$ cat src/rtl/lcd_tg_pkg.sv
package lcd_tg_pkg;
  typedef enum logic [1:0] {
    TRIG_SYNC   = 2'd0,
    TRIG_BPORCH = 2'd1,
    TRIG_ACTIVE = 2'd2,
    TRIG_FPORCH = 2'd3
  } trig_e;
endpackage

$ cat src/rtl/lcd_tg_axis.sv
module lcd_tg_axis #(
  parameter int FW = 10,
  parameter int CW = FW + 3
) (
  input  logic          clk,
  input  logic          rst_n,
  input  logic          clr,
  input  logic          inc,
  input  logic [FW-1:0] sw_m1,
  input  logic [FW-1:0] bp_m1,
  input  logic [FW-1:0] act_m1,
  input  logic [FW-1:0] fp_m1,
  output logic [CW-1:0] pos,
  output logic [CW-1:0] nxt,
  output logic          wrap,
  output logic          in_sync,
  output logic          in_act,
  output logic [CW-1:0] b_bp,
  output logic [CW-1:0] b_act,
  output logic [CW-1:0] b_fp,
  output logic [CW-1:0] offs
);
  function automatic logic [CW-1:0] span(input logic [FW-1:0] m1);
    return CW'(m1) + CW'(1);
  endfunction

  logic [CW-1:0] total;
  logic          last;

  assign b_bp  = span(sw_m1);
  assign b_act = b_bp + span(bp_m1);
  assign b_fp  = b_act + span(act_m1);
  assign total = b_fp + span(fp_m1);

  assign last    = (pos >= total - CW'(1));
  assign nxt     = last ? '0 : pos + CW'(1);
  assign wrap    = inc && last;
  assign in_sync = (pos < b_bp);
  assign in_act  = (pos >= b_act) && (pos < b_fp);
  assign offs    = pos - b_act;

  always_ff @(posedge clk or negedge rst_n) begin
    if (!rst_n)   pos <= '0;
    else if (clr) pos <= '0;
    else if (inc) pos <= nxt;
  end
endmodule

$ cat src/rtl/lcd_tg_clkdiv.sv
module lcd_tg_clkdiv #(
  parameter int DW = 8
) (
  input  logic          clk,
  input  logic          rst_n,
  input  logic          clr,
  input  logic          run,
  input  logic          load,
  input  logic [DW-1:0] div_m1,
  input  logic          sel,
  output logic          tick,
  output logic [DW-1:0] div_sh
);
  logic [DW-1:0] cnt;
  logic          sel_sh;

  assign tick = run && (!sel_sh || (cnt == div_sh));

  always_ff @(posedge clk or negedge rst_n) begin
    if (!rst_n) begin
      cnt    <= '0;
      div_sh <= '0;
      sel_sh <= 1'b0;
    end else begin
      if (load) begin
        div_sh <= div_m1;
        sel_sh <= sel;
      end
      if (clr || !run || tick) cnt <= '0;
      else                     cnt <= cnt + 1'b1;
    end
  end
endmodule

$ cat src/rtl/lcd_tg_irq.sv
module lcd_tg_irq (
  input  logic clk,
  input  logic rst_n,
  input  logic evt,
  input  logic gen,
  input  logic fen,
  input  logic ack,
  output logic pend,
  output logic irq
);
  logic set_now;
  assign set_now = evt && gen && fen;
  assign irq     = pend && gen && fen;

  always_ff @(posedge clk or negedge rst_n) begin
    if (!rst_n) pend <= 1'b0;
    else        pend <= (pend && !ack) || set_now;
  end
endmodule

$ cat src/rtl/lcd_timing_gen.sv
module lcd_timing_gen
  import lcd_tg_pkg::*;
#(
  parameter int FW = 10,
  parameter int DW = 8,
  localparam int CW = FW + 3
) (
  input  logic          clk,
  input  logic          rst_n,
  input  logic [FW-1:0] hsw_m1,
  input  logic [FW-1:0] hbp_m1,
  input  logic [FW-1:0] hact_m1,
  input  logic [FW-1:0] hfp_m1,
  input  logic [FW-1:0] vsw_m1,
  input  logic [FW-1:0] vbp_m1,
  input  logic [FW-1:0] vact_m1,
  input  logic [FW-1:0] vfp_m1,
  input  logic [DW-1:0] div_m1,
  input  logic          div_sel,
  input  logic          hs_inv,
  input  logic          vs_inv,
  input  logic          de_inv,
  input  logic          en_now,
  input  logic          en_frm,
  input  logic          irq_glb_en,
  input  logic          irq_frm_en,
  input  logic [1:0]    irq_sel,
  input  logic          irq_ack,
  output logic          hsync,
  output logic          vsync,
  output logic          de,
  output logic [CW-1:0] pix_x,
  output logic [CW-1:0] pix_y,
  output logic          irq,
  output logic          irq_pend
);
  logic          running;
  logic          start, stop, axis_clr, tick;
  logic          h_wrap, v_wrap, f_wrap;
  logic          h_sync, h_act, v_sync, v_act;
  logic          hs_raw, vs_raw, de_raw, evt;
  logic [DW-1:0] div_sh;
  logic [CW-1:0] h_pos, h_nxt, h_bbp, h_bact, h_bfp, h_offs;
  logic [CW-1:0] v_pos, v_nxt, v_bbp, v_bact, v_bfp, v_offs;
  logic [CW-1:0] trig_line;

  // Control events
  assign start    = !running && en_now && en_frm;
  assign f_wrap   = h_wrap && v_wrap;
  assign stop     = !en_now || (f_wrap && !en_frm);
  assign axis_clr = start || stop;

  always_ff @(posedge clk or negedge rst_n) begin
    if (!rst_n)       running <= 1'b0;
    else if (!en_now) running <= 1'b0;
    else if (start)   running <= 1'b1;
    else if (running && f_wrap && !en_frm) running <= 1'b0;
  end

  lcd_tg_clkdiv #(.DW(DW)) u_div (
    .clk(clk), .rst_n(rst_n), .clr(start || !en_now), .run(running),
    .load(start || f_wrap), .div_m1(div_m1), .sel(div_sel),
    .tick(tick), .div_sh(div_sh)
  );

  lcd_tg_axis #(.FW(FW), .CW(CW)) u_hax (
    .clk(clk), .rst_n(rst_n), .clr(axis_clr), .inc(tick),
    .sw_m1(hsw_m1), .bp_m1(hbp_m1), .act_m1(hact_m1), .fp_m1(hfp_m1),
    .pos(h_pos), .nxt(h_nxt), .wrap(h_wrap), .in_sync(h_sync), .in_act(h_act),
    .b_bp(h_bbp), .b_act(h_bact), .b_fp(h_bfp), .offs(h_offs)
  );

  lcd_tg_axis #(.FW(FW), .CW(CW)) u_vax (
    .clk(clk), .rst_n(rst_n), .clr(axis_clr), .inc(h_wrap),
    .sw_m1(vsw_m1), .bp_m1(vbp_m1), .act_m1(vact_m1), .fp_m1(vfp_m1),
    .pos(v_pos), .nxt(v_nxt), .wrap(v_wrap), .in_sync(v_sync), .in_act(v_act),
    .b_bp(v_bbp), .b_act(v_bact), .b_fp(v_bfp), .offs(v_offs)
  );

  // Frame event line selection
  always_comb begin
    unique case (trig_e'(irq_sel))
      TRIG_SYNC:   trig_line = '0;
      TRIG_BPORCH: trig_line = v_bbp;
      TRIG_ACTIVE: trig_line = v_bact;
      TRIG_FPORCH: trig_line = v_bfp;
      default:     trig_line = '0;
    endcase
  end

  assign evt = (start && (trig_line == '0)) ||
               (running && h_wrap && !stop && (v_nxt == trig_line));

  lcd_tg_irq u_irq (
    .clk(clk), .rst_n(rst_n), .evt(evt), .gen(irq_glb_en), .fen(irq_frm_en),
    .ack(irq_ack), .pend(irq_pend), .irq(irq)
  );

  assign hs_raw = running && h_sync;
  assign vs_raw = running && v_sync;
  assign de_raw = running && h_act && v_act;

  assign hsync = hs_raw ^ hs_inv;
  assign vsync = vs_raw ^ vs_inv;
  assign de    = de_raw ^ de_inv;
  assign pix_x = de_raw ? h_offs : '0;
  assign pix_y = de_raw ? v_offs : '0;
endmodule

$ cat config.mk
export PLATFORM = sky130hd
export DESIGN_NAME = lcd_timing_gen
export DESIGN_NICKNAME = d
export VERILOG_FILES = /design/src/rtl/lcd_tg_pkg.sv /design/src/rtl/lcd_tg_axis.sv /design/src/rtl/lcd_tg_clkdiv.sv /design/src/rtl/lcd_tg_irq.sv /design/src/rtl/lcd_timing_gen.sv
export SDC_FILE = /design/constraint.sdc
export NUM_CORES = 1
export LEC_CHECK = 0
export BUFFER_PORTS_ARGS = -buffer_cell sky130_fd_sc_hd__buf_2
export CAP_MARGIN = 20
export CORE_MARGIN = 2
export CORE_UTILIZATION = 30
export DETAILED_ROUTE_END_ITERATION = 16
export GPL_TIMING_DRIVEN = 0
export SYNTH_ARGS = -nofsm -noshare
export SYNTH_HDL_FRONTEND = slang
export SYNTH_SLANG_ARGS = --single-unit
$ cat constraint.sdc
create_clock -name clk -period 6.8 [get_ports clk]
set_input_delay 0.68 -clock clk [delete_from_list [all_inputs] [get_ports clk]]
set_output_delay 0.68 -clock clk [all_outputs]
set_load 0.01 [all_outputs]
==> impl_metrics.env <==
export IMPL_swShare_pct=49.2
export IMPL_rsz0062_at_grt="true"
export IMPL_met1_length_um=14100
export IMPL_period_needed_ps=6740
export IMPL_wl_per_cell_um=15.9
export IMPL_cts_root_buf="clkbuf_16"
export IMPL_clock_skew_ps=10.3
export IMPL_grt_pass1_vias=10000
export IMPL_syn_inst=1365
export IMPL_fillers=3523
export IMPL_syn_avg_cell_area_um2=7.58
export IMPL_antenna_found_initial=0
export IMPL_crit_required_ps=6990
export IMPL_finalSetupViolations=0
export IMPL_io_pins=132
export IMPL_cp_start_kind="primary input"
export IMPL_ys_types=75
export IMPL_fmax_ghz=0.148
export IMPL_synth_edff_count=0
export IMPL_hold_class="in2async"
export IMPL_die_w_um=190
export IMPL_rows=68
export IMPL_crit_path_top_delay_cell="a2111o_1"
export IMPL_cp_end_kind="register"
export IMPL_clock_sinks=45
export IMPL_hold_violations=0
export IMPL_multi_input_area_um2=9610
export IMPL_wl_met2_um=15400
export IMPL_diodes=0
export IMPL_critical_path_max_stage_delay_ps=500
export IMPL_tightest_slew_ps=895
export IMPL_synth_top_area_cell="ha_1"
export IMPL_synth_area_leaders="ha_1 23%, dfrtp_1 11%, xnor2_1 9.6%"
export IMPL_core_area_um2=34300
export IMPL_wl_met3_um=1950
export IMPL_slew_viol_final=0
export IMPL_htreeDepth=2
export IMPL_ant_nets=0
export IMPL_p_seq_share_pct=8.0
export IMPL_yosysWarningCount=0
export IMPL_port_buffers=130
export IMPL_drv_cap=0
export IMPL_die_area_um2=36000
export IMPL_synth_nets=1661
export IMPL_grt_max_degree=46
export IMPL_drt_iter0_markers=724
export IMPL_seq_area_frac_synth_pct=10.9
export IMPL_syn2layout_area_growth_pct=28.4
export IMPL_p_leak_nw=6.26
export IMPL_grt_ovfl_total=0
export IMPL_initial_core_util_pct=30.2
export IMPL_track_usage_pct=17.2
export IMPL_p_switching_mw=1.78
export IMPL_dp_hpwl_um=26000
export IMPL_critPathMaxFanout=7
export IMPL_ys_async_sr_fraction_pct=100
export IMPL_layout_nets=1856
export IMPL_drive_gt1_share_pct=24.9
export IMPL_drt_wl_total_um=32100
export IMPL_p_clk_share_pct=6.5
export IMPL_run_status="completed"
export IMPL_ys_ff_latch=45
export IMPL_routed_via_count=10500
export IMPL_synth_top_cell_area_share_pct=22.6
export IMPL_arrival_ps=6930
export IMPL_drtPass1Iterations=5
export IMPL_internal_power_mw=1.84
export IMPL_drc=0
export IMPL_die_y_um=190
export IMPL_gp_congestion=0.912
export IMPL_clk_pin_slew_ps=70
export IMPL_comb_power_share_pct=85.5
export IMPL_max_slew_margin_pct=39.7
export IMPL_top_layer="met4"
export IMPL_grt_pass1_wl_um=50500
export IMPL_synthTopCellsByCount="187 x ha_1, 138 x inv_1, 133 x nor2_1, 113 x xnor2_1, 98 x a21oi_1"
export IMPL_post_route_period_util_pct=99.1
export IMPL_path_class="in2reg"
export IMPL_placed_cell_area_um2=11600
export IMPL_regArea_um2=1130
export IMPL_design_area_um2=13300
export IMPL_netlist_area_um2=10300
export IMPL_clk_latency_ps=290
export IMPL_yosys_most_used_dff="dfrtp_1"
export IMPL_vdd_drop_max_v=0.000166
export IMPL_fin_util_pct=38.7
export IMPL_cts_buffer_depth=2
export IMPL_p_per_area_nw_per_um2=272
export IMPL_viasPerCell=5.19
export IMPL_cts_buffers=5
export IMPL_synth_most_common_cell="ha_1"
export IMPL_cts_tree="built"
timing repair:
| action | in CTS | in global routing |
|---|---|---|
| gates cloned | 0 | 1 |
| setup buffers | 36 | 26 |
| pin swaps | 54 | 59 |
| hold buffers | 0 | 0 |
| gates resized for setup | 130 | 85 |
| endpoints found under the setup margin | 62 | 60 |
state kept, by name, summed over array words and instances (netlist names):
signal        cells
running           1
u_div.cnt         8
u_div.div_sh      8
u_div.sel_sh      1
u_hax.pos        13
u_irq.pend        1
u_vax.pos        13
logic make-up after synthesis:
kind of cell	share of synthesized area [%]
simple gates	22.8
xor+xnor	15.7
compound gates	18.2
fa+ha+maj	24.4
buf+inv	6.27
mux	1.69
flops	10.9
metal layers:
| metal | vias to the layer above | GRT usage [%] |
|---|---|---|
| met5 | - | 0 |
| li1 | 5231 | - |
| met4 | 0 | 4.03 |
| met1 | 4882 | 22.7 |
| met3 | 47 | 1.99 |
| met2 | 311 | 30.0 |
power groups by stage:
| stage | clock network (mW) | logic, mW | registers (mW) |
|---|---|---|---|
| final | 0.234 | 3.09 | 0.290 |
| after global routing | 0.251 | 3.49 | 0.291 |
| after CTS | 0.239 | 2.89 | 0.290 |
| after detailed placement | 0 | 2.51 | 0.295 |
| after global placement | 0 | 2.44 | 0.295 |
| after floorplan | 0 | 1.96 | 0.291 |
metrics by stage:
| step | worst slack [ps] | power (mW) | TNS [ps] | hold slack (ps) | instances |
|---|---|---|---|---|---|
| final | 60.4 | 3.62 | 0 | 262 | 2016 |
| after global routing | -200 | 4.03 | -2590 | 269 | 2016 |
| after CTS | 1.33 | 3.42 | 0 | 513 | 1990 |
| after detailed placement | -1650 | 2.80 | -80780 | 499 | 1950 |
| after global placement | -1650 | 2.74 | -80470 | 495 | 1950 |
| after floorplan | 3.20 | 2.25 | 0 | 384 | 1365 |
path summary, 6_finish.rpt:
kind	cells after the start	to	startpoint	slack, ps
max in group asynchronous	2	u_vax.pos[8]$_DFFE_PN0P_	rst_n	6060
hold / removal	1	u_hax.pos[6]$_DFFE_PN0P_	rst_n	260
setup / recovery	29	u_irq.pend$_DFF_PN0_	vbp_m1[0]	60
hold reg to reg	1	u_div.sel_sh$_DFFE_PN0P_	u_div.sel_sh$_DFFE_PN0P_	510
min in group clk	1	u_div.sel_sh$_DFFE_PN0P_	u_div.sel_sh$_DFFE_PN0P_	510
setup reg to reg	11	u_irq.pend$_DFF_PN0_	u_vax.pos[0]$_DFFE_PN0P_	3460
worst max-delay path, delay by kind of cell:
| kind | cells | cell delay (ps) |
|---|---|---|
| buf+inv | 2 | 190 |
| xor+xnor | 5 | 840 |
| fa+ha+maj | 5 | 1400 |
| compound gates | 6 | 1690 |
| simple gates | 11 | 2110 |
layout make-up:
| type | instances | share of cell area, % |
|---|---|---|
| timing repair buffer | 193 | 8.92 |
| buffer | 17 | 0.961 |
| tap | 455 | 4.29 |
| sequential | 45 | 8.48 |
| multi-input combinational | 1160 | 72.4 |
| inverter | 138 | 3.93 |
| clock inverter | 2 | 0.0754 |
| clock buffer | 6 | 0.971 |
cell usage in the layout, fill, tap and decap left out, types with 14 or more instances in the layout:
cell / instances
ha_1: 160
inv_1: 130
buf_2: 128
nor2_1: 117
xnor2_1: 98
a21oi_1: 77
nand2_1: 76
nand3_1: 70
xor2_1: 61
buf_4: 59
dfrtp_1: 45
o21ai_0: 37
nor3_1: 29
nand4_1: 28
a21o_1: 28
ha_4: 22
and3_1: 21
a21oi_2: 18
nand2b_1: 17
o21bai_1: 17
nor2b_1: 14
Note: power is estimated with default switching activity, not from simulation.
